--- src/rtl/rxf_pkg.sv ---
package rxf_pkg;
  typedef enum logic {BLK_PART = 1'b0, BLK_LAST = 1'b1} blk_kind_e;

  typedef struct packed {
    logic crc_ok;
    logic ovf;
  } blk_stat_t;
endpackage

--- src/rtl/rxf_mem.sv ---
module rxf_mem #(
  parameter int DATA_W = 8,
  parameter int DEPTH  = 128,
  localparam int AW    = $clog2(DEPTH)
) (
  input  logic              clk,
  input  logic              we,
  input  logic [AW-1:0]     waddr,
  input  logic [DATA_W-1:0] wdata,
  input  logic [AW-1:0]     raddr,
  output logic [DATA_W-1:0] rdata
);
  logic [DATA_W-1:0] store_q [DEPTH];

  always_ff @(posedge clk) begin
    if (we) store_q[waddr] <= wdata;
  end

  assign rdata = store_q[raddr];
endmodule

--- src/rtl/rxf_slot_table.sv ---
module rxf_slot_table
  import rxf_pkg::*;
#(
  parameter int NUM_BLKS = 2,
  parameter int CW       = 7,
  localparam int SW      = $clog2(NUM_BLKS)
) (
  input  logic            clk,
  input  logic            rst_n,
  input  logic            close_vld,
  input  logic [SW-1:0]   close_idx,
  input  blk_kind_e       close_kind,
  input  logic [CW-1:0]   close_cnt,
  input  blk_stat_t       close_stat,
  input  logic            rel_vld,
  input  logic [SW-1:0]   rel_idx,
  input  logic [SW-1:0]   sel_idx,
  output logic [NUM_BLKS-1:0] busy,
  output logic            sel_busy,
  output blk_kind_e       sel_kind,
  output logic [CW-1:0]   sel_cnt,
  output blk_stat_t       sel_stat
);
  blk_kind_e     kind_arr [NUM_BLKS];
  logic [CW-1:0] cnt_arr  [NUM_BLKS];
  blk_stat_t     stat_arr [NUM_BLKS];

  for (genvar i = 0; i < NUM_BLKS; i++) begin : g_slot
    logic          busy_q;
    blk_kind_e     kind_q;
    logic [CW-1:0] cnt_q;
    blk_stat_t     stat_q;

    always_ff @(posedge clk or negedge rst_n) begin
      if (!rst_n) begin
        busy_q <= 1'b0;
        kind_q <= BLK_PART;
        cnt_q  <= '0;
        stat_q <= '0;
      end else if (close_vld && close_idx == SW'(i)) begin
        busy_q <= 1'b1;
        kind_q <= close_kind;
        cnt_q  <= close_cnt;
        stat_q <= close_stat;
      end else if (rel_vld && rel_idx == SW'(i)) begin
        busy_q <= 1'b0;
      end
    end

    assign busy[i]     = busy_q;
    assign kind_arr[i] = kind_q;
    assign cnt_arr[i]  = cnt_q;
    assign stat_arr[i] = stat_q;
  end

  assign sel_busy = busy[sel_idx];
  assign sel_kind = kind_arr[sel_idx];
  assign sel_cnt  = cnt_arr[sel_idx];
  assign sel_stat = stat_arr[sel_idx];
endmodule

--- src/rtl/rxf_wr_ctrl.sv ---
module rxf_wr_ctrl
  import rxf_pkg::*;
#(
  parameter int DATA_W    = 8,
  parameter int BLK_BYTES = 64,
  parameter int NUM_BLKS  = 2,
  localparam int OW       = $clog2(BLK_BYTES),
  localparam int SW       = $clog2(NUM_BLKS),
  localparam int AW       = SW + OW,
  localparam int CW       = $clog2(BLK_BYTES + 1)
) (
  input  logic                clk,
  input  logic                rst_n,
  input  logic                wr_valid,
  output logic                wr_ready,
  input  logic [DATA_W-1:0]   wr_data,
  input  logic                wr_last,
  input  logic                wr_crc_ok,
  input  logic [NUM_BLKS-1:0] slot_busy,
  output logic                mem_we,
  output logic [AW-1:0]       mem_waddr,
  output logic [DATA_W-1:0]   mem_wdata,
  output logic                close_vld,
  output logic [SW-1:0]       close_idx,
  output blk_kind_e           close_kind,
  output logic [CW-1:0]       close_cnt,
  output blk_stat_t           close_stat
);
  logic          ready_q;
  logic [SW-1:0] ws_q;
  logic [OW-1:0] wcnt_q;
  logic          discard_q;
  logic          abort_q;
  logic          take;
  logic          cur_busy;
  logic [SW-1:0] ws_nxt;

  assign take      = wr_valid && ready_q;
  assign cur_busy  = slot_busy[ws_q];
  assign ws_nxt    = (ws_q == SW'(NUM_BLKS - 1)) ? '0 : ws_q + 1'b1;
  assign wr_ready  = ready_q;
  assign mem_waddr = {ws_q, wcnt_q};
  assign mem_wdata = wr_data;
  assign close_idx = ws_q;

  always_comb begin
    mem_we     = 1'b0;
    close_vld  = 1'b0;
    close_kind = BLK_PART;
    close_cnt  = '0;
    close_stat = '0;
    if (abort_q) begin
      if (!cur_busy) begin
        close_vld  = 1'b1;
        close_kind = BLK_LAST;
        close_stat = '{crc_ok: 1'b0, ovf: 1'b1};
      end
    end else if (take && !discard_q && !cur_busy) begin
      mem_we = 1'b1;
      if (wr_last) begin
        close_vld  = 1'b1;
        close_kind = BLK_LAST;
        close_cnt  = CW'(wcnt_q) + CW'(1);
        close_stat = '{crc_ok: wr_crc_ok, ovf: 1'b0};
      end else if (wcnt_q == OW'(BLK_BYTES - 1)) begin
        close_vld  = 1'b1;
        close_cnt  = CW'(BLK_BYTES);
      end
    end
  end

  always_ff @(posedge clk or negedge rst_n) begin
    if (!rst_n) begin
      ready_q   <= 1'b0;
      ws_q      <= '0;
      wcnt_q    <= '0;
      discard_q <= 1'b0;
      abort_q   <= 1'b0;
    end else begin
      ready_q <= 1'b1;
      if (abort_q) begin
        if (!cur_busy) begin
          ws_q    <= ws_nxt;
          abort_q <= 1'b0;
        end
        if (take) discard_q <= !wr_last;
      end else if (take) begin
        if (discard_q) begin
          if (wr_last) begin
            discard_q <= 1'b0;
            abort_q   <= 1'b1;
          end
        end else if (cur_busy) begin
          if (wr_last) abort_q   <= 1'b1;
          else         discard_q <= 1'b1;
        end else if (close_vld) begin
          ws_q   <= ws_nxt;
          wcnt_q <= '0;
        end else begin
          wcnt_q <= wcnt_q + 1'b1;
        end
      end
    end
  end
endmodule

--- src/rtl/rxf_rd_ctrl.sv ---
module rxf_rd_ctrl
  import rxf_pkg::*;
#(
  parameter int DATA_W    = 8,
  parameter int BLK_BYTES = 64,
  parameter int NUM_BLKS  = 2,
  localparam int OW       = $clog2(BLK_BYTES),
  localparam int SW       = $clog2(NUM_BLKS),
  localparam int AW       = SW + OW,
  localparam int CW       = $clog2(BLK_BYTES + 1)
) (
  input  logic              clk,
  input  logic              rst_n,
  input  logic              rd_pop,
  input  logic              rd_ack,
  input  logic              sel_busy,
  input  blk_kind_e         sel_kind,
  input  logic [CW-1:0]     sel_cnt,
  input  blk_stat_t         sel_stat,
  input  logic [DATA_W-1:0] mem_rdata,
  output logic [SW-1:0]     sel_idx,
  output logic [AW-1:0]     mem_raddr,
  output logic              rel_vld,
  output logic [SW-1:0]     rel_idx,
  output logic [DATA_W-1:0] rd_data,
  output logic              irq_rdy,
  output logic              irq_end,
  output logic [CW-1:0]     blk_count,
  output logic              stat_crc_ok,
  output logic              stat_ovf
);
  logic [SW-1:0] rs_q;
  logic [CW-1:0] roff_q;
  logic          gap_q;
  logic          have;
  logic          byte_ok;

  assign have        = sel_busy && !gap_q;
  assign byte_ok     = have && (roff_q < sel_cnt);
  assign sel_idx     = rs_q;
  assign mem_raddr   = {rs_q, roff_q[OW-1:0]};
  assign rel_vld     = have && rd_ack;
  assign rel_idx     = rs_q;
  assign rd_data     = byte_ok ? mem_rdata : '0;
  assign irq_rdy     = have && (sel_kind == BLK_PART);
  assign irq_end     = have && (sel_kind == BLK_LAST);
  assign blk_count   = have ? sel_cnt : '0;
  assign stat_crc_ok = irq_end && sel_stat.crc_ok;
  assign stat_ovf    = irq_end && sel_stat.ovf;

  always_ff @(posedge clk or negedge rst_n) begin
    if (!rst_n) begin
      rs_q   <= '0;
      roff_q <= '0;
      gap_q  <= 1'b0;
    end else begin
      gap_q <= rel_vld;
      if (rel_vld) begin
        rs_q   <= (rs_q == SW'(NUM_BLKS - 1)) ? '0 : rs_q + 1'b1;
        roff_q <= '0;
      end else if (rd_pop && byte_ok) begin
        roff_q <= roff_q + 1'b1;
      end
    end
  end
endmodule

--- src/rtl/dch_rx_msg_fifo.sv ---
module dch_rx_msg_fifo
  import rxf_pkg::*;
#(
  parameter int DATA_W    = 8,
  parameter int BLK_BYTES = 64,
  parameter int NUM_BLKS  = 2,
  localparam int OW       = $clog2(BLK_BYTES),
  localparam int SW       = $clog2(NUM_BLKS),
  localparam int AW       = SW + OW,
  localparam int DEPTH    = BLK_BYTES * NUM_BLKS,
  localparam int CW       = $clog2(BLK_BYTES + 1)
) (
  input  logic              clk,
  input  logic              rst_n,
  input  logic              wr_valid,
  output logic              wr_ready,
  input  logic [DATA_W-1:0] wr_data,
  input  logic              wr_last,
  input  logic              wr_crc_ok,
  input  logic              rd_pop,
  input  logic              rd_ack,
  output logic [DATA_W-1:0] rd_data,
  output logic              irq_rdy,
  output logic              irq_end,
  output logic [CW-1:0]     blk_count,
  output logic              stat_crc_ok,
  output logic              stat_ovf
);
  logic                mem_we;
  logic [AW-1:0]       mem_waddr;
  logic [DATA_W-1:0]   mem_wdata;
  logic [AW-1:0]       mem_raddr;
  logic [DATA_W-1:0]   mem_rdata;
  logic                close_vld;
  logic [SW-1:0]       close_idx;
  blk_kind_e           close_kind;
  logic [CW-1:0]       close_cnt;
  blk_stat_t           close_stat;
  logic                rel_vld;
  logic [SW-1:0]       rel_idx;
  logic [SW-1:0]       sel_idx;
  logic [NUM_BLKS-1:0] busy;
  logic                sel_busy;
  blk_kind_e           sel_kind;
  logic [CW-1:0]       sel_cnt;
  blk_stat_t           sel_stat;

  rxf_mem #(.DATA_W(DATA_W), .DEPTH(DEPTH)) u_mem (
    .clk   (clk),
    .we    (mem_we),
    .waddr (mem_waddr),
    .wdata (mem_wdata),
    .raddr (mem_raddr),
    .rdata (mem_rdata)
  );

  rxf_wr_ctrl #(.DATA_W(DATA_W), .BLK_BYTES(BLK_BYTES), .NUM_BLKS(NUM_BLKS)) u_wr (
    .clk        (clk),
    .rst_n      (rst_n),
    .wr_valid   (wr_valid),
    .wr_ready   (wr_ready),
    .wr_data    (wr_data),
    .wr_last    (wr_last),
    .wr_crc_ok  (wr_crc_ok),
    .slot_busy  (busy),
    .mem_we     (mem_we),
    .mem_waddr  (mem_waddr),
    .mem_wdata  (mem_wdata),
    .close_vld  (close_vld),
    .close_idx  (close_idx),
    .close_kind (close_kind),
    .close_cnt  (close_cnt),
    .close_stat (close_stat)
  );

  rxf_slot_table #(.NUM_BLKS(NUM_BLKS), .CW(CW)) u_slots (
    .clk        (clk),
    .rst_n      (rst_n),
    .close_vld  (close_vld),
    .close_idx  (close_idx),
    .close_kind (close_kind),
    .close_cnt  (close_cnt),
    .close_stat (close_stat),
    .rel_vld    (rel_vld),
    .rel_idx    (rel_idx),
    .sel_idx    (sel_idx),
    .busy       (busy),
    .sel_busy   (sel_busy),
    .sel_kind   (sel_kind),
    .sel_cnt    (sel_cnt),
    .sel_stat   (sel_stat)
  );

  rxf_rd_ctrl #(.DATA_W(DATA_W), .BLK_BYTES(BLK_BYTES), .NUM_BLKS(NUM_BLKS)) u_rd (
    .clk         (clk),
    .rst_n       (rst_n),
    .rd_pop      (rd_pop),
    .rd_ack      (rd_ack),
    .sel_busy    (sel_busy),
    .sel_kind    (sel_kind),
    .sel_cnt     (sel_cnt),
    .sel_stat    (sel_stat),
    .mem_rdata   (mem_rdata),
    .sel_idx     (sel_idx),
    .mem_raddr   (mem_raddr),
    .rel_vld     (rel_vld),
    .rel_idx     (rel_idx),
    .rd_data     (rd_data),
    .irq_rdy     (irq_rdy),
    .irq_end     (irq_end),
    .blk_count   (blk_count),
    .stat_crc_ok (stat_crc_ok),
    .stat_ovf    (stat_ovf)
  );
endmodule

--- config.mk ---
export PLATFORM = sky130hd
export DESIGN_NAME = dch_rx_msg_fifo
export DESIGN_NICKNAME = d
export VERILOG_FILES = /design/src/rtl/rxf_pkg.sv /design/src/rtl/rxf_mem.sv /design/src/rtl/rxf_slot_table.sv /design/src/rtl/rxf_wr_ctrl.sv /design/src/rtl/rxf_rd_ctrl.sv /design/src/rtl/dch_rx_msg_fifo.sv
export SDC_FILE = /design/constraint.sdc
export NUM_CORES = 1
export LEC_CHECK = 0
export ABC_AREA = 1
export CORE_UTILIZATION = 40
export DETAILED_ROUTE_END_ITERATION = 6
export DONT_BUFFER_PORTS = 1
export PLACE_DENSITY = 0.63
export SLEW_MARGIN = 15
export SYNTH_ARGS = -nofsm -noshare
export SYNTH_HDL_FRONTEND = slang
export SYNTH_SLANG_ARGS = --single-unit
--- constraint.sdc ---
create_clock -name clk -period 5.9 [get_ports clk]
set_input_delay 1.18 -clock clk [delete_from_list [all_inputs] [get_ports clk]]
set_output_delay 1.18 -clock clk [all_outputs]
set_load 0.02 [all_outputs]
==> results of run 1 <==
## through the flow
step	hold slack (ps)	area [sq um]	power, mW	std cells	setup slack [ps]
6_report	186	48600	20.1	5339	704
5_1_grt	158	48600	20.9	5339	529
4_1_cts	152	48600	20.1	5339	828
3_5_place_dp	468	45200	13.5	5141	1560
3_3_place_gp	459	45200	13.5	5141	1540
2_1_floorplan	444	43800	11.8	3902	2420
## sequential cells by signal (all words and copies together), names as in the netlist, 2 cells and up
| name | flops |
|---|---|
| u_rd.roff_q | 7 |
| u_slots.g_slot.kind_q | 2 |
| u_slots.g_slot.busy_q | 2 |
| u_mem.store_q | 1024 |
| u_slots.g_slot.cnt_q | 14 |
| u_wr.wcnt_q | 6 |
| u_slots.g_slot.stat_q | 4 |
## path summary, 6_finish.rpt
kind	endpoint	slack [ps]
max	rd_data[4]	700
min	u_rd.rel_idx	190
max reg2reg	u_mem.store_q[16][4]	2370
min reg2reg	u_slots.g_slot[0].cnt_q[0]	480
max in group asynchronous	u_rd.roff_q[0]	5610
min in group clk	u_slots.g_slot[0].cnt_q[0]	480
## synth_stat cells, types with 8 or more instances
| library cell | count | area, sq um |
|---|---|---|
| ha_1 | 8 | 100 |
| xor2_1 | 8 | 70.1 |
| nor2_1 | 277 | 1040 |
| dfrtp_1 | 41 | 1030 |
| buf_1 | 48 | 180 |
| nand2_1 | 1332 | 5000 |
| buf_2 | 100 | 500 |
| o211ai_1 | 10 | 75.1 |
| nand3_1 | 705 | 3530 |
| clkbuf_1 | 82 | 308 |
| edfxtp_1 | 1024 | 30700 |
| a21oi_1 | 57 | 285 |
| inv_1 | 89 | 334 |
| o21ai_0 | 75 | 375 |
## power by group through the flow
stage | Combinational, mW | Clock [mW] | Sequential [mW]
floorplan | 3.16 | 0 | 8.60
finish | 4.86 | 6.68 | 8.53
global placement | 4.77 | 0 | 8.68
CTS | 4.81 | 6.73 | 8.52
detailed placement | 4.79 | 0 | 8.68
global route | 5.31 | 7.02 | 8.54
## cells by family after synthesis
group	Yosys count	share of synthesized area
flops	1065	0.725
buf+inv	325	0.0307
mux	1	0.000228
compound gates	158	0.0191
xor+xnor	8	0.00160
other cells	1	0.0000855
fa+ha+maj	8	0.00228
simple gates	2336	0.221
## routing by layer
metal  routed length, um  vias to the layer above  track usage
li1                    -                    13400            -
met1               47900                    14000        0.279
met2               52600                     1104        0.319
met3                9520                      202       0.0407
met4                3130                        0       0.0645
met5                   0                        -            0
## cell type report
| cell class | count | area share |
|---|---|---|
| Sequential cell | 1065 | 0.654 |
| Timing Repair Buffer | 55 | 0.0113 |
| Multi-Input combinational cell | 2512 | 0.221 |
| Tap cell | 1414 | 0.0364 |
| Clock buffer | 129 | 0.0581 |
| Inverter | 95 | 0.00764 |
| Clock inverter | 69 | 0.0121 |
## worst register-to-register path, stage by stage, from the launching register on
cell and delay, ps:
dfrtp_1 540, inv_2 120, nand2_1 80, nand2_1 90
nor2_1 150, nand2_1 110, nor2_2 150, inv_2 130
nor3_1 470, nand2_1 510, nor2_1 780
==> metrics.md, run 1 <==
| Metric | Value |
|---|---|
| Outcome | `completed` |
| Fin. max-slew vios | `0` |
| Vias | `28600` |
| Clock buffer depth | `3` |
| Worst Setup SP | `u_rd.roff_q[2]` |
| Drt first pass iters | `6` |
| CP Data Arrival Time | `4020 ps` |
| GRT overflow | `0` |
| Fmax | `192 MHz` |
| 1st-iter DRT viols | `3257` |
| Die W | `333 um` |
| Core footprint | `0.109 sq mm` |
| Starting density of the core | `0.403` |
| Ys flop type | `edfxtp_1` |
| Syn-to-layout area delta | `10.9%` |
| CP Class | `flip-flop to output pin` |
| Tightest Hold Check Type | `input port to async pin` |
| Final setup fails | `0` |
| Share of layout cells above drive strength 1 | `0.0576` |
| Clock root cell | `clkbuf_16` |
| Post-Syn Area | `0.0438 sq mm` |
| Io pins | `35` |
| Setup bufs post-CTS | `0` |
| Post-cts sizing count | `0` |
| CTS Buf Count | `106` |
| Worst path depth | `8` |
| Number of global-route vias before repair | `27800` |
| Post-synthesis sequential area ratio | `0.725` |
| FF+latch count, synth | `1065` |
| GP Congestion | `0.919` |
| Post-route setup TNS | `0 ps` |
| Hold Vio Cnt, Final | `0` |
| Number of nets still failing antenna checks after routing | `0` |
| DRC viols | `0` |
| Row count | `121` |
| P per Cell Area | `413 mW/mm^2` |
| Sequential share of power | `0.425` |
| CP max-delay cell | `dfrtp_2` |
| HPWL after DPL | `62400 um` |
| CP Buf/Inv Count | `2` |
| Via density | `5.36` |
| # hold bufs at CTS | `0` |
| Die area | `0.111 sq mm` |
| NumNets Final | `3858` |
| GRT Resource Usage Total | `0.202` |
| Worst ir drop on vdd | `324 uV` |
| Crit Path Max Fanout | `30` |
| Synth warn | `0` |
| Gate power share | `0.242` |
| First-pass GRT wire length | `171000 um` |
| Filler Cell Count | `9865` |
| Clk_lat worst skew | `690 ps` |
| WL final | `113000 um` |
| Multi-input gate area | `0.0107 sq mm` |
| Pint | `13.4 mW` |
| CP Cell Sequence | `nand2_1, inv_2, buf_4, a21oi_1, nand3_1, nand3_1, a21oi_1, nor2_1` |
| Crit path launch type | `flip-flop` |
| Min Tclk post-route | `5200 ps` |
| Antenna cells | `0` |
| Post-synth EDFFs | `1024` |
| Die Ht | `333 um` |
| Port Buffers | `0` |
| Top delay family on crit path | `buffers and inverters` |
| Register Area | `0.0318 sq mm` |
| Ys async rst share | `0.0385` |
| Worst Reg-to-Reg Cells | `10` |
| CP endpoint kind | `output pin` |
| Fin crit share | `0.881` |
| Largest net degree at the start of global routing | `183` |
| Drt wl/cell | `21.2 um` |
| Synthesized net count | `3925` |
| Commonest non-fill, non-tap cell in the layout | `nand2_1` |
| Worst EP required | `4720 ps` |
| Most frequent cells in the layout | `nand2_1 (1332), edfxtp_1 (1024), nand3_1 (705)` |
| Mapped Avg Cell Area | `11.2 sq um` |
| Clock skew | `33.7 ps` |
| Sink Count | `1065` |
| Switch Pwr | `6.65 mW` |
| Actual slew at the worst max-slew pin | `1130 ps` |
| Leakage power | `17.4 nW` |
| Sw Share | `0.331` |
| CTS tree | `built` |
| Initial antenna violation count | `2` |
| Worst flop-to-flop path startpoint | `u_wr.close_idx` |
| Largest stage delay, worst path | `790 ps` |
| RSZ-0062 raised after global routing | `no` |
| Clock-pin slew on the worst setup and hold paths | `60 ps` |
| Max-cap violations | `0` |
| Post-Route Utilization | `0.447` |
| Htree depth | `3` |
| Cells after synthesis | `3902` |
| Cell variety after synth | `30` |
| Relative slew slack | `0.248` |
| Clock network power share | `0.333` |
(Power assumes the default switching activity.)
==> run 2, diff against run 1 <==
--- a/config.mk
+++ b/config.mk
@@ -5,7 +5,6 @@
 export SDC_FILE = /design/constraint.sdc
 export NUM_CORES = 1
 export LEC_CHECK = 0
-export ABC_AREA = 1
 export CORE_UTILIZATION = 40
 export DETAILED_ROUTE_END_ITERATION = 6
 export DONT_BUFFER_PORTS = 1
@@ -13,4 +12,5 @@
 export SLEW_MARGIN = 15
 export SYNTH_ARGS = -nofsm -noshare
 export SYNTH_HDL_FRONTEND = slang
+export SYNTH_HIERARCHICAL = 1
 export SYNTH_SLANG_ARGS = --single-unit
==> run 2 against run 1 <==
Largest power group unchanged; register-to-register slack worse by 570 ps; non-clock buffer count down 22; clock-buffer cell count up 8; critical path depth down 2; core utilization up 0.42 points; synthesized area down 4.1%.
==> metrics.md, run 2 <==
| Metric | Value |
|---|---|
| Fin crit share | `0.937 (was 0.881)` |
| Clock-pin slew on the worst setup and hold paths | `60 ps (about the same)` |
| Via density | `5.67 (was 5.36)` |
| Crit Path Max Fanout | `30 (unchanged)` |
| 1st-iter DRT viols | `1995 (was 3257)` |
| CTS tree | `built (unchanged)` |
| RSZ-0062 raised after global routing | `no (unchanged)` |
| DRC viols | `0 (unchanged)` |
| Drt wl/cell | `28.1 um (was 21.2 um)` |
| Post-Route Utilization | `0.452 (was 0.447)` |
| Most common cell in the netlist | `edfxtp_1 (was nand2_1)` |
| FF+latch count, synth | `1065 (unchanged)` |
| Largest family of logic cells by synthesized area | `multiplexers (was simple AND/OR/NAND/NOR gates)` |
| CP endpoint kind | `output pin (unchanged)` |
| Fmax | `181 MHz (was 192 MHz)` |
| Clock root cell | `clkbuf_16 (unchanged)` |
| Core footprint | `0.104 sq mm (was 0.109 sq mm)` |
| Largest regs | `u_mem/store_q x1024, u_slots/g_slot.cnt_q x14, u_rd/roff_q x7 (was u_mem.store_q x1024, u_slots.g_slot.cnt_q x14, u_rd.roff_q x7)` |
| Row count | `118 (was 121)` |
| Synth warn | `6 (was 0)` |
| Commonest cells post-synth | `edfxtp_1 (1024), mux4_2 (336), nor2_1 (134) (was nand2_1 (1332), edfxtp_1 (1024), nand3_1 (705))` |
| Clock skew | `52.9 ps (was 33.7 ps)` |
| Worst EP required | `4720 ps (about the same)` |
| Crit path launch type | `flip-flop (unchanged)` |
| Clock buffer depth | `3 (unchanged)` |
| Final setup fails | `0 (unchanged)` |
| CTS Buf Count | `105 (was 106)` |
| Max reg flops | `1024 (unchanged)` |
| Worst ir drop on vdd | `265 uV (was 324 uV)` |
| Register Area | `0.0318 sq mm (about the same)` |
| GP Congestion | `0.782 (was 0.919)` |
| HPWL after DPL | `55700 um (was 62400 um)` |
| Filler Cell Count | `8536 (was 9865)` |
| Commonest non-fill, non-tap cell in the layout | `edfxtp_1 (was nand2_1)` |
| Ys flop type | `edfxtp_1 (unchanged)` |
| Post-synth top area share | `0.731 (was 0.701)` |
| Worst flop-to-flop path startpoint | `u_wr/close_idx (was u_wr.close_idx)` |
| Setup bufs post-CTS | `0 (unchanged)` |
| Synthesized net count | `1891 (was 3925)` |
| Die W | `326 um (was 333 um)` |
| Post-Syn Area | `0.0420 sq mm (was 0.0438 sq mm)` |
| Post-synth EDFFs | `1024 (unchanged)` |
| Min Tclk post-route | `5530 ps (was 5200 ps)` |
| NumNets Final | `1915 (was 3858)` |
| Die Ht | `326 um (was 333 um)` |
| Post-synthesis mux area share | `0.191 (was 0.000228)` |
| Htree depth | `3 (unchanged)` |
| Leakage power | `13.9 nW (was 17.4 nW)` |
| Tightest Hold Check Type | `input port to async pin (unchanged)` |
| Mapped Avg Cell Area | `22.5 sq um (was 11.2 sq um)` |
| Worst Reg-to-Reg Cells | `6 (was 10)` |
| Antenna cells | `0 (unchanged)` |
| R2R setup slack | `1800 ps (was 2370 ps)` |
| Starting density of the core | `0.405 (was 0.403)` |
| Multi-input gate area | `0.00967 sq mm (was 0.0107 sq mm)` |
| Post-synthesis sequential area ratio | `0.756 (was 0.725)` |
| Vias | `19000 (was 28600)` |
| Max-cap violations | `0 (unchanged)` |
| Number of nets still failing antenna checks after routing | `0 (unchanged)` |
| Post-synthesis xor/xnor area fraction | `0.000833 (was 0.00160)` |
| Top post-synthesis cells by area | `edfxtp_1 (73%), mux4_2 (18%), dfrtp_1 (2.4%), nor2_1 (1.2%), mux2_2 (1.1%) (was edfxtp_1 (70%), nand2_1 (11%), nand3_1 (8.0%), nor2_1 (2.4%), dfrtp_1 (2.3%))` |
| Share of layout cells above drive strength 1 | `0.293 (was 0.0576)` |
| WL final | `94400 um (was 113000 um)` |
| Post-Synth Simple-Gate Area | `0.0268 (was 0.221)` |
| Sink Count | `1065 (unchanged)` |
| Syn-to-layout area delta | `11.5% (was 10.9%)` |
| Top cell type by total area after synthesis | `edfxtp_1 (unchanged)` |
| Cell variety after synth | `57 (was 30)` |
| GRT overflow | `0 (unchanged)` |
| First-pass GRT wire length | `138000 um (was 171000 um)` |
| Post-cts sizing count | `0 (unchanged)` |
| Fin. max-slew vios | `0 (unchanged)` |
| Die area | `0.106 sq mm (was 0.111 sq mm)` |
| Clk_lat worst skew | `700 ps (was 690 ps)` |
| CP Class | `flip-flop to output pin (unchanged)` |
| # hold bufs at CTS | `0 (unchanged)` |
| Hold Vio Cnt, Final | `0 (unchanged)` |
| Port Buffers | `0 (unchanged)` |
| Number of global-route vias before repair | `19400 (was 27800)` |
| Io pins | `35 (unchanged)` |
| GRT Resource Usage Total | `0.179 (was 0.202)` |
| RR Endpoint | `u_mem/store_q[54][6] (was u_mem.store_q[16][4])` |
| Post-route setup TNS | `0 ps (unchanged)` |
| Largest register by flop count | `u_mem/store_q (was u_mem.store_q)` |
| Initial antenna violation count | `0 (was 2)` |
| P per Cell Area | `374 mW/mm^2 (was 413 mW/mm^2)` |
| Ys async rst share | `0.0385 (unchanged)` |
| CP Data Arrival Time | `4350 ps (was 4020 ps)` |
| Most frequent cells in the layout | `edfxtp_1 (1024), mux4_2 (336), nor2_1 (134) (was nand2_1 (1332), edfxtp_1 (1024), nand3_1 (705))` |
| Compound-gate portion of the synthesized area | `0.00795 (was 0.0191)` |
| Cells after synthesis | `1868 (was 3902)` |
| Relative slew slack | `0.221 (was 0.248)` |
| Synthesized-area fraction occupied by adder cells | `0.00238 (was 0.00228)` |
| Actual slew at the worst max-slew pin | `1170 ps (was 1130 ps)` |
| Drt first pass iters | `5 (was 6)` |
| Largest net degree at the start of global routing | `129 (was 183)` |
| Outcome | `completed (unchanged)` |
==> run 2: changes by cell type after synthesis, sizes merged, moves of 72 or more <==
cell	delta
buf	-80
nor2	-144
inv	-86
nand3	-688
mux4	+336
nand2	-1307
o21ai	-72
==> run 2: logic make-up after synthesis <==
group           after synthesis
flops                      1065
xor+xnor                      4
other cells                   1
compound gates               45
fa+ha+maj                     8
simple gates                241
mux                         377
buf+inv                     127
==> run 2: metrics by stage <==
step           area [sq um]  setup slack, ps  hold WS [ps]  cells  power (mW)
6_report              46900              374           194   3357        17.5
5_1_grt               46900              209           163   3357        18.2
4_1_cts               46900              317           151   3357        17.7
3_5_place_dp          43600             1040           487   3165        11.4
3_3_place_gp          43600             1060           485   3165        11.4
2_1_floorplan         42000             1650           474   1868        10.7
==> run 2: worst max-delay path, stage by stage (launching register included) <==
cell	delay, ps
dfrtp_4	880
buf_4	490
mux4_2	590
mux4_2	540
mux4_2	570
mux2_2	300
and2_1	280
==> run 2: final cells by class <==
class | count | share of cell area
timing repair buffer | 33 | 0.00822
multi-input combinational | 676 | 0.206
inverter | 11 | 0.00101
tap | 1380 | 0.0368
clock inverter | 55 | 0.0102
sequential | 1065 | 0.678
clock buffer | 137 | 0.0591
==> run 2: layer usage <==
| layer | track usage | wire (um) |
|---|---|---|
| met5 | 0 | 0 |
| met4 | 0.0615 | 2910 |
| met3 | 0.0411 | 7350 |
| met2 | 0.281 | 45400 |
| met1 | 0.247 | 38700 |
==> run 2: report_power, final <==
| part | internal [mW] | total [mW] | switching (mW) | leakage (nW) |
|---|---|---|---|---|
| clock | 3.58 | 6.35 | 2.77 | 1.58 |
| sequential | 8.36 | 8.57 | 0.205 | 9.74 |
| combinational | 1.36 | 2.63 | 1.28 | 2.62 |
| total | 13.3 | 17.5 | 4.25 | 13.9 |
==> run 2: worst max path at each step <==
| stage | startpoint | end | slack (ps) | depth (start not counted) |
|---|---|---|---|---|
| finish | u_rd/roff_q[0] | rd_data[7] | 370 | 6 |
| global route | u_rd/roff_q[0] | rd_data[7] | 210 | 6 |
| CTS | u_rd/roff_q[0] | rd_data[7] | 320 | 6 |
| detailed placement | u_rd/roff_q[0] | rd_data[7] | 1040 | 6 |
| global placement | u_rd/roff_q[0] | rd_data[0] | 1060 | 6 |
| floorplan | u_rd/roff_q[0] | rd_data[0] | 1650 | 8 |
==> run 3, diff against run 2 <==
--- a/config.mk
+++ b/config.mk
@@ -5,10 +5,10 @@
 export SDC_FILE = /design/constraint.sdc
 export NUM_CORES = 1
 export LEC_CHECK = 0
-export CORE_UTILIZATION = 40
+export CORE_UTILIZATION = 55
 export DETAILED_ROUTE_END_ITERATION = 6
 export DONT_BUFFER_PORTS = 1
-export PLACE_DENSITY = 0.63
+export PLACE_DENSITY = 0.79
 export SLEW_MARGIN = 15
 export SYNTH_ARGS = -nofsm -noshare
 export SYNTH_HDL_FRONTEND = slang
==> run 3 against run 2 <==
The run now ends with DRC left; fmax down 1.4%; wire length up 2.5%; total power up 1.4%; largest cell class unchanged; via count up 5.5%; critical path type unchanged.
==> metrics.md, run 3 (synthesis gave the netlist of run 2 again) <==
| Metric | Value |
|---|---|
| Clock skew | `20.3 ps (was 52.9 ps)` |
| Failing checks | `DRC` |
| Clock-pin slew on the worst setup and hold paths | `60 ps (about the same)` |
| Outcome | `complete, but fails checks (was completed)` |
| GRT overflow | `0 (unchanged)` |
| # hold bufs at CTS | `0 (unchanged)` |
| Vias | `20100 (was 19000)` |
| Final design area excluding fillers | `0.0466 sq mm (was 0.0469 sq mm)` |
| Number of global-route vias before repair | `20400 (was 19400)` |
| Core footprint | `0.0758 sq mm (was 0.104 sq mm)` |
| DRC viols | `1 (was 0)` |
| Worst Reg-to-Reg Cells | `6 (unchanged)` |
| Min Tclk post-route | `5610 ps (was 5530 ps)` |
| Tot Pwr | `17.8 mW (was 17.5 mW)` |
| Port Buffers | `0 (unchanged)` |
| CP endpoint kind | `output pin (unchanged)` |
| HPWL after DPL | `54400 um (was 55700 um)` |
| Clock root cell | `clkbuf_16 (unchanged)` |
| First-pass GRT wire length | `141000 um (was 138000 um)` |
| Leakage power | `14.1 nW (was 13.9 nW)` |
| Max-cap violations | `0 (unchanged)` |
| Post-cts sizing count | `0 (unchanged)` |
| CP Data Arrival Time | `4430 ps (was 4350 ps)` |
| Clk_lat worst skew | `670 ps (was 700 ps)` |
| Drt wl/cell | `32.6 um (was 28.1 um)` |
| Starting density of the core | `0.555 (was 0.405)` |
| Worst ir drop on vdd | `286 uV (was 265 uV)` |
| Io pins | `35 (unchanged)` |
| Dpl cells | `2774 (was 3165)` |
| Worst EP required | `4720 ps (about the same)` |
| Largest register by flop count | `u_mem/store_q (unchanged)` |
| WL final | `96700 um (was 94400 um)` |
| Largest regs | `u_mem/store_q x1024, u_slots/g_slot.cnt_q x14, u_rd/roff_q x7 (unchanged)` |
| Largest net degree at the start of global routing | `129 (unchanged)` |
| Die Ht | `278 um (was 326 um)` |
| Actual slew at the worst max-slew pin | `1220 ps (was 1170 ps)` |
| Die W | `278 um (was 326 um)` |
| Crit path launch type | `flip-flop (unchanged)` |
| NumNets Final | `1923 (was 1915)` |
| Max reg flops | `1024 (unchanged)` |
| Hold Vio Cnt, Final | `0 (unchanged)` |
| Final setup fails | `0 (unchanged)` |
| Die area | `0.0776 sq mm (was 0.106 sq mm)` |
| RSZ-0062 raised after global routing | `no (unchanged)` |
| Number of nets still failing antenna checks after routing | `0 (unchanged)` |
| Syn-to-layout area delta | `10.7% (was 11.5%)` |
| Setup bufs post-CTS | `0 (unchanged)` |
| Post-route setup TNS | `0 ps (unchanged)` |
| Fin. max-slew vios | `0 (unchanged)` |
| CTS Buf Count | `102 (was 105)` |
| Relative slew slack | `0.182 (was 0.221)` |
| Fin crit share | `0.950 (was 0.937)` |
| Most frequent cells in the layout | `edfxtp_1 (1024), mux4_2 (336), nor2_1 (134) (unchanged)` |
| Cell Area, Placed | `0.0432 sq mm (was 0.0436 sq mm)` |
| GRT Resource Usage Total | `0.255 (was 0.179)` |
| CTS tree | `built (unchanged)` |
| Fmax | `178 MHz (was 181 MHz)` |
| Commonest non-fill, non-tap cell in the layout | `edfxtp_1 (unchanged)` |
| Tightest Hold Check Type | `input port to async pin (unchanged)` |
| Share of layout cells above drive strength 1 | `0.308 (was 0.293)` |
| Non-Filler Instances | `2968 (was 3357)` |
| Via density | `6.76 (was 5.67)` |
| Drt first pass iters | `7 (was 5)` |
| Crit Path Max Fanout | `44 (was 30)` |
| Sink Count | `1065 (unchanged)` |
| Row count | `101 (was 118)` |
| Htree depth | `3 (unchanged)` |
| 1st-iter DRT viols | `3021 (was 1995)` |
| CP Class | `flip-flop to output pin (unchanged)` |
| Clock buffer depth | `3 (unchanged)` |
| Initial antenna violation count | `0 (unchanged)` |
| GP Congestion | `0.808 (was 0.782)` |
| P per Cell Area | `382 mW/mm^2 (was 374 mW/mm^2)` |
==> run 3: worst paths after layout <==
| kind | startpoint | end | slack (ps) |
|---|---|---|---|
| min | rst_n | u_wr/wr_ready | 200 |
| min in group clk | u_slots/g_slot[1].cnt_q[4] | u_slots/g_slot[1].cnt_q[4] | 500 |
| max reg2reg | u_wr/close_idx | u_mem/store_q[42][0] | 1620 |
| min reg2reg | u_slots/g_slot[1].cnt_q[4] | u_slots/g_slot[1].cnt_q[4] | 500 |
| max | u_rd/roff_q[0] | rd_data[1] | 290 |
| max in group asynchronous | rst_n | u_rd/roff_q[2] | 5610 |
==> run 3: metrics by stage <==
stage / setup slack (ps) / hold WS (ps) / utilization
after floorplan: 1650 / 474 / -
after global placement: 974 / 484 / 0.569
after detailed placement: 951 / 490 / 0.569
after CTS: 225 / 175 / 0.614
after global routing: 161 / 186 / 0.614
final: 293 / 201 / 0.614
==> run 3: critical path, cell delays in order, from the launching register on <==
cell and delay (ps):
dfrtp_4 950, buf_12 420, mux4_2 580, mux4_2 580
mux4_2 600, mux2_2 340, and2_1 220
==> run 3: final cells by class <==
class,instances,area (sq um)
Fill cell,4842,29300
Sequential cell,1065,31800
Clock buffer,122,2690
Tap cell,978,1220
Inverter,11,47.5
Antenna cell,4,10.0
Clock inverter,68,711
Timing Repair Buffer,44,443
Multi-Input combinational cell,676,9650
==> run 3: report_power, final <==
group / internal (mW) / total [mW] / switching (mW)
combinational: 1.34 / 2.63 / 1.29
sequential: 8.36 / 8.58 / 0.217
clock: 3.79 / 6.60 / 2.80
total: 13.5 / 17.8 / 4.31
==> run 3: routing by layer <==
layer | up-vias | wire, um | track usage
li1 | 7885 | - | -
met1 | 10600 | 35200 | 0.347
met2 | 1363 | 47600 | 0.410
met3 | 200 | 10300 | 0.0538
met5 | - | 0 | 0
met4 | 0 | 3610 | 0.0981
